--- src/rtl/pwr_pkg.sv ---
package pwr_pkg;
  localparam int CTL_W = 3;

  // register select
  localparam logic SEL_FLAGS = 1'b0;
  localparam logic SEL_MODE  = 1'b1;

  // register 0 fields
  localparam int F_IEN = 0;
  localparam int F_PFF = 1;
  localparam int F_POF = 2;

  // register 1 fields
  localparam int M_IDLE = 0;
  localparam int M_STOP = 1;
  localparam int M_BGS  = 2;

  typedef enum logic [1:0] {
    PM_RUN  = 2'd0,
    PM_IDLE = 2'd1,
    PM_STOP = 2'd2
  } pm_state_e;
endpackage

--- src/rtl/pf_sync.sv ---
module pf_sync #(
  parameter int STAGES = 2
) (
  input  logic clk,
  input  logic rst_n,
  input  logic async_i,
  output logic rise_o
);
  localparam int LAST = STAGES - 1;

  logic [STAGES-1:0] sh;
  logic              prev;

  generate
    if (STAGES == 1) begin : g_one
      always_ff @(posedge clk or negedge rst_n) begin
        if (!rst_n) sh <= '0;
        else        sh <= async_i;
      end
    end else begin : g_many
      always_ff @(posedge clk or negedge rst_n) begin
        if (!rst_n) sh <= '0;
        else        sh <= {sh[STAGES-2:0], async_i};
      end
    end
  endgenerate

  always_ff @(posedge clk or negedge rst_n) begin
    if (!rst_n) prev <= 1'b0;
    else        prev <= sh[LAST];
  end

  assign rise_o = sh[LAST] & ~prev;
endmodule

--- src/rtl/pwr_flags.sv ---
module pwr_flags
  import pwr_pkg::*;
(
  input  logic             clk,
  input  logic             por_n,
  input  logic             sys_rst_n,
  input  logic             pf_rise,
  input  logic             det_en,
  input  logic             we,
  input  logic             sel,
  input  logic [CTL_W-1:0] wdata,
  output logic             por_flag,
  output logic             pf_flag,
  output logic             pf_ien,
  output logic             irq
);
  logic flag_wr;
  logic hw_set;

  assign flag_wr = we && (sel == SEL_FLAGS);
  assign hw_set  = pf_rise && det_en;

  always_ff @(posedge clk or negedge por_n) begin
    if (!por_n)                      por_flag <= 1'b1;
    else if (flag_wr && !wdata[F_POF]) por_flag <= 1'b0;
  end

  // hardware set wins over a same-cycle software write
  always_ff @(posedge clk or negedge por_n) begin
    if (!por_n)       pf_flag <= 1'b0;
    else if (hw_set)  pf_flag <= 1'b1;
    else if (flag_wr) pf_flag <= wdata[F_PFF];
  end

  always_ff @(posedge clk or negedge sys_rst_n) begin
    if (!sys_rst_n)   pf_ien <= 1'b0;
    else if (flag_wr) pf_ien <= wdata[F_IEN];
  end

  assign irq = pf_flag && pf_ien && det_en;
endmodule

--- src/rtl/pwr_mode_fsm.sv ---
module pwr_mode_fsm
  import pwr_pkg::*;
(
  input  logic             clk,
  input  logic             sys_rst_n,
  input  logic             we,
  input  logic             sel,
  input  logic [CTL_W-1:0] wdata,
  input  logic             wake_i,
  input  logic             wake_irq,
  output pm_state_e        state,
  output logic             bgs,
  output logic             det_en
);
  pm_state_e nxt;
  logic      mode_wr;

  assign mode_wr = we && (sel == SEL_MODE) && (state == PM_RUN);

  always_comb begin
    nxt = state;
    unique case (state)
      PM_RUN: begin
        if (mode_wr) begin
          if (wdata[M_STOP])      nxt = PM_STOP;
          else if (wdata[M_IDLE]) nxt = PM_IDLE;
        end
      end
      PM_IDLE: if (wake_irq) nxt = PM_RUN;
      PM_STOP: if (wake_i)   nxt = PM_RUN;
      default: nxt = PM_RUN;
    endcase
  end

  always_ff @(posedge clk or negedge sys_rst_n) begin
    if (!sys_rst_n) state <= PM_RUN;
    else            state <= nxt;
  end

  always_ff @(posedge clk or negedge sys_rst_n) begin
    if (!sys_rst_n)   bgs <= 1'b0;
    else if (mode_wr) bgs <= wdata[M_BGS];
  end

  assign det_en = !((state == PM_STOP) && !bgs);
endmodule

--- src/rtl/pwr_mode_ctrl.sv ---
module pwr_mode_ctrl
  import pwr_pkg::*;
#(
  parameter int          SYNC_STAGES = 2,
  parameter int          VEC_W       = 8,
  parameter int unsigned PF_VECTOR   = 'h33
) (
  input  logic             clk,
  input  logic             por_n,
  input  logic             rst_n,
  input  logic             pf_cmp_i,
  input  logic             ctl_we,
  input  logic             ctl_sel,
  input  logic [CTL_W-1:0] ctl_wdata,
  input  logic             irq_any_i,
  input  logic             wake_i,
  output logic             pf_irq_o,
  output logic [VEC_W-1:0] pf_vec_o,
  output logic             por_flag_o,
  output logic             pf_flag_o,
  output logic             pf_ien_o,
  output logic             bgs_o,
  output logic             idle_o,
  output logic             stop_o,
  output logic             cpu_clk_en_o,
  output logic             periph_clk_en_o,
  output logic             bg_en_o
);
  logic      sys_rst_n;
  logic      pf_rise;
  logic      det_en;
  pm_state_e state;

  assign sys_rst_n = por_n & rst_n;

  pf_sync #(.STAGES(SYNC_STAGES)) u_sync (
    .clk     (clk),
    .rst_n   (por_n),
    .async_i (pf_cmp_i),
    .rise_o  (pf_rise)
  );

  pwr_flags u_flags (
    .clk       (clk),
    .por_n     (por_n),
    .sys_rst_n (sys_rst_n),
    .pf_rise   (pf_rise),
    .det_en    (det_en),
    .we        (ctl_we),
    .sel       (ctl_sel),
    .wdata     (ctl_wdata),
    .por_flag  (por_flag_o),
    .pf_flag   (pf_flag_o),
    .pf_ien    (pf_ien_o),
    .irq       (pf_irq_o)
  );

  pwr_mode_fsm u_fsm (
    .clk       (clk),
    .sys_rst_n (sys_rst_n),
    .we        (ctl_we),
    .sel       (ctl_sel),
    .wdata     (ctl_wdata),
    .wake_i    (wake_i),
    .wake_irq  (pf_irq_o | irq_any_i),
    .state     (state),
    .bgs       (bgs_o),
    .det_en    (det_en)
  );

  assign idle_o          = (state == PM_IDLE);
  assign stop_o          = (state == PM_STOP);
  assign cpu_clk_en_o    = (state == PM_RUN);
  assign periph_clk_en_o = (state != PM_STOP);
  assign bg_en_o         = det_en;
  assign pf_vec_o        = pf_irq_o ? VEC_W'(PF_VECTOR) : '0;
endmodule

--- config.mk ---
export PLATFORM = sky130hd
export DESIGN_NAME = pwr_mode_ctrl
export DESIGN_NICKNAME = d
export VERILOG_FILES = /design/src/rtl/pwr_pkg.sv /design/src/rtl/pf_sync.sv /design/src/rtl/pwr_flags.sv /design/src/rtl/pwr_mode_fsm.sv /design/src/rtl/pwr_mode_ctrl.sv
export SDC_FILE = /design/constraint.sdc
export NUM_CORES = 1
export LEC_CHECK = 0
export ABC_CLOCK_PERIOD_IN_PS = 1000
export BUFFER_PORTS_ARGS = -buffer_cell sky130_fd_sc_hd__buf_2
export CORE_MARGIN = 3
export CORE_UTILIZATION = 35
export DETAILED_ROUTE_END_ITERATION = 16
export HOLD_SLACK_MARGIN = 0.12
export PLACE_DENSITY = 0.76
export SLEW_MARGIN = 10
export SYNTH_ARGS = -nofsm -noshare
export SYNTH_HDL_FRONTEND = slang
export SYNTH_SLANG_ARGS = --single-unit
--- constraint.sdc ---
create_clock -name clk -period 1 [get_ports clk]
set_input_delay 0.15 -clock clk [delete_from_list [all_inputs] [get_ports clk]]
set_output_delay 0.15 -clock clk [all_outputs]
set_load 0.02 [all_outputs]
==> metrics.md <==
| Metric | Value |
|---|---|
| Layout Nets | 89 |
| Final wirelength | 1090 um |
| Crit-path leading delay family | flip-flops |
| Largest net degree at the start of global routing | 7 |
| First-pass GRT wire length | roughly 1900 um |
| Top cell type's share of synthesized area | 0.4348 |
| Peak supply drop | between 0.9 and 1 mV |
| # diodes | 0 |
| Register-to-Register Path Depth | 4 |
| Post-synthesis compound-gate area fraction | 0.06793 |
| Antenna violations before repair | 0 |
| Multiplexer share of the synthesized area | 0.05707 |
| Final Skew | 0.0009217 ns |
| Total core area | 1171 sq um |
| Maximum clock insertion buffer count | 2 |
| Number of global-route vias before repair | 433 |
| Path length in cells of the critical path | 3 |
| Crit path to | pf_irq_o |
| Asr flop ratio synth | 1.000 |
| F_max | slightly above 0.7 GHz |
| Vias per cell | ~4.5 |
| Vias | slightly above 400 |
| Mapped Cells | 43 |
| Power, Total | 1.145 mW |
| Setup Viol. Count Final | 15 |
| CP cell instances | nor3b_4 > nor2_4 > buf_2 |
| Crit-path slowest cell | dfrtp_2 |
| Hold_ws | approximately 0.16 ns |
| CTS Buf Count | 3 |
| Htree depth | 1 |
| Most common cell after layout, fill and taps aside | buf_2 |
| Number of synthesized flops with an enable pin | 0 |
| Hold Fails Final Rpt | 0 |
| Synth warn | 0 |
| Simple-gate share of the synthesized area | 0.2038 |
| Post-placement cell count | 81 |
| Post-synthesis xor/xnor area fraction | 0 |
| # IOs | 29 |
| Crit path DAT | 1.26 ns |
| Failing checks | setup timing |
| DR pass1 iterations | 1 |
| Adder-Cell Fraction of Synth Area | 0 |
| DP HPWL | 809 um |
| Yosys top cell by area | dfrtp_1 |
| R2R Path Start | u_fsm.state[0]$_DFFE_PN0P_ |
| Setup WS post-layout | -0.4073 ns |
| Row count | 12 |
| Critical R2R Capture | u_fsm.state[0]$_DFFE_PN0P_ |
| Mapped Avg Cell Area | 10.71 sq um |
| CP Class | flop to output port |
| Worst-skew pair later-pin latency | 0.26 ns |
| Worst Setup Start Kind | flop |
| Layout area overhead | 71.47% |
| Final Slew Violations | 0 |
| Overflow after GRT | 0 |
| # Max-Cap Violations | 0 |
| Worst EP required | 0.85 ns |
| Min Clock Period, post-route | 1.407 ns |
| Sequential share of the synthesized area | 0.4918 |
| GP Congestion | 0.7923 |
| Die span in x | 42.27 um |
| Setup Slack @ Placement | -0.1420 ns |
| Final ANT Viol Nets | 0 |
| Delay of the slowest critical-path stage | 0.44 ns |
| TNS Setup | -4.100 ns |
| Reg2Reg Setup Slack | -0.23 ns |
| Crit path capture type | output port |
| Routed len/inst | 11.98 um |
| Initial Util | 0.3932 |
| Root buffer cell | clkbuf_4 |
| Crit-path max FO | 5 |
| Largest family of logic cells by synthesized area | simple AND/OR/NAND/NOR gates |
| # clock sinks | 9 |
| Reg clk slew, reported paths | approximately 0.060 ns |
| Yosys reg bits | 9 |
| Dominant synthesized flop cell | dfrtp_1 |
| DR iter-0 viols | 0 |
| Type of the tightest min-delay check | primary input to flop |
| Clock tree from TritonCTS | done |
| Most frequent cells in the layout | buf_2 (15), buf_6 (13) |
| Port Buf Inserts | 24 |
| DRC viols | 0 |
| Final std cells w/o fill | 91 |
| Crit. Startpoint | u_fsm.state[0]$_DFFE_PN0P_ |
| Leak pwr | 0.3887 nW |
| Post-Syn Area | 460.4 sq um |
| Fin crit share | 1.407 |
| RSZ-0062 raised after global routing | yes |
| GR Util All Layers | 0.1441 |
| PwrDens | 1451 nW/um^2 |
| Unique cell type count in the Yosys netlist | 22 |
| Die height | 42.27 um |
| Share of cells above drive strength 1 | 0.6494 |
| Crit path buffers/inverters | 1 |
| Die ar. | approximately 1800 sq um |
| Synth area leaders | dfrtp_1 (43%), buf_4 (13%), dfstp_2 (5.7%), inv_1 (4.1%), nor2b_1 (4.1%) |
| Status | finished, violations left |
## cell usage after synthesis, types with 2 or more instances
| master | instances |
|---|---|
| nor2_1 | 2 |
| dfrtp_1 | 8 |
| inv_1 | 5 |
| buf_4 | 8 |
| nor2b_1 | 3 |
## worst reg2reg max path, cell delays in order (launching register included)
cell and delay, ns:
dfrtp_2 0.44, buf_6 0.13, and2b_2 0.21, buf_6 0.12, a32o_1 0.21
## cells by family after synthesis
logic type,Yosys count
other,1
AOI/OAI and AO/OA,4
and+or+nand+nor,14
DFF,9
buffers and inverters,13
muxes,2
## registers in the layout, indices dropped and copies added (netlist names)
| register | cells |
|---|---|
| u_sync.prev | 1 |
| u_flags.pf_ien | 1 |
| u_fsm.state | 2 |
| u_sync.sh | 2 |
| u_flags.por_flag | 1 |
| u_flags.pf_flag | 1 |
| u_fsm.bgs | 1 |
## worst min path at each step
stage / depth (start not counted) / endpoint / start
3_3_place_gp: 1 / u_sync.sh[0]$_DFF_PN0_ / por_n
5_1_grt: 2 / u_flags.pf_ien$_DFFE_PN0P_ / ctl_wdata[0]
2_1_floorplan: 0 / u_flags.pf_flag$_DFFE_PN0P_ / por_n
6_report: 2 / u_flags.pf_ien$_DFFE_PN0P_ / ctl_wdata[0]
4_1_cts: 3 / u_fsm.state[1]$_DFFE_PN0P_ / wake_i
3_5_place_dp: 1 / u_sync.sh[1]$_DFF_PN0_ / por_n
## per-stage QoR
stage / util / area, sq um
5_1_grt: 0.6741 / 789.5
3_5_place_dp: 0.5214 / 610.6
2_1_floorplan: - / 506.7
3_3_place_gp: 0.5214 / 610.6
6_report: 0.6741 / 789.5
4_1_cts: 0.6432 / 753.2
## routing by layer
| metal | track usage | part of all wire | up-vias |
|---|---|---|---|
| li1 | - | - | 196 |
| met1 | 0.1640 | 0.40 | 193 |
| met2 | 0.2219 | 0.51 | 17 |
| met3 | 0.06867 | 0.065 | 4 |
| met4 | 0.07453 | 0.021 | 0 |
| met5 | 0 | 0 | - |
## area by class of cell
cell class                 instances  area [sq um]
sequential                         9         231.5
fill                              89         381.6
multi-input combinational         24         211.5
timing repair buffer              35         284.0
inverter                           5         18.77
clock buffer                       4         26.28
tap                               14         17.52
## power by group
| part | switching, mW | total, mW | internal [mW] |
|---|---|---|---|
| combinational | 0.221 | 0.441 | 0.220 |
| clock | 0.118 | 0.271 | 0.153 |
| sequential | 0.0323 | 0.433 | 0.401 |
| total | 0.371 | 1.15 | 0.774 |
## timing repair
| action | 4_1_cts | 5_1_grt |
|---|---|---|
| hold buffers | 4 | 0 |
| resized for setup | 19 | 11 |
| setup endpoints to repair | 15 | 18 |
| setup buffers | 2 | 1 |
| endpoints found under the hold margin | 11 | 0 |
| pin swaps | 1 | 1 |
(Power assumes the default switching activity.)
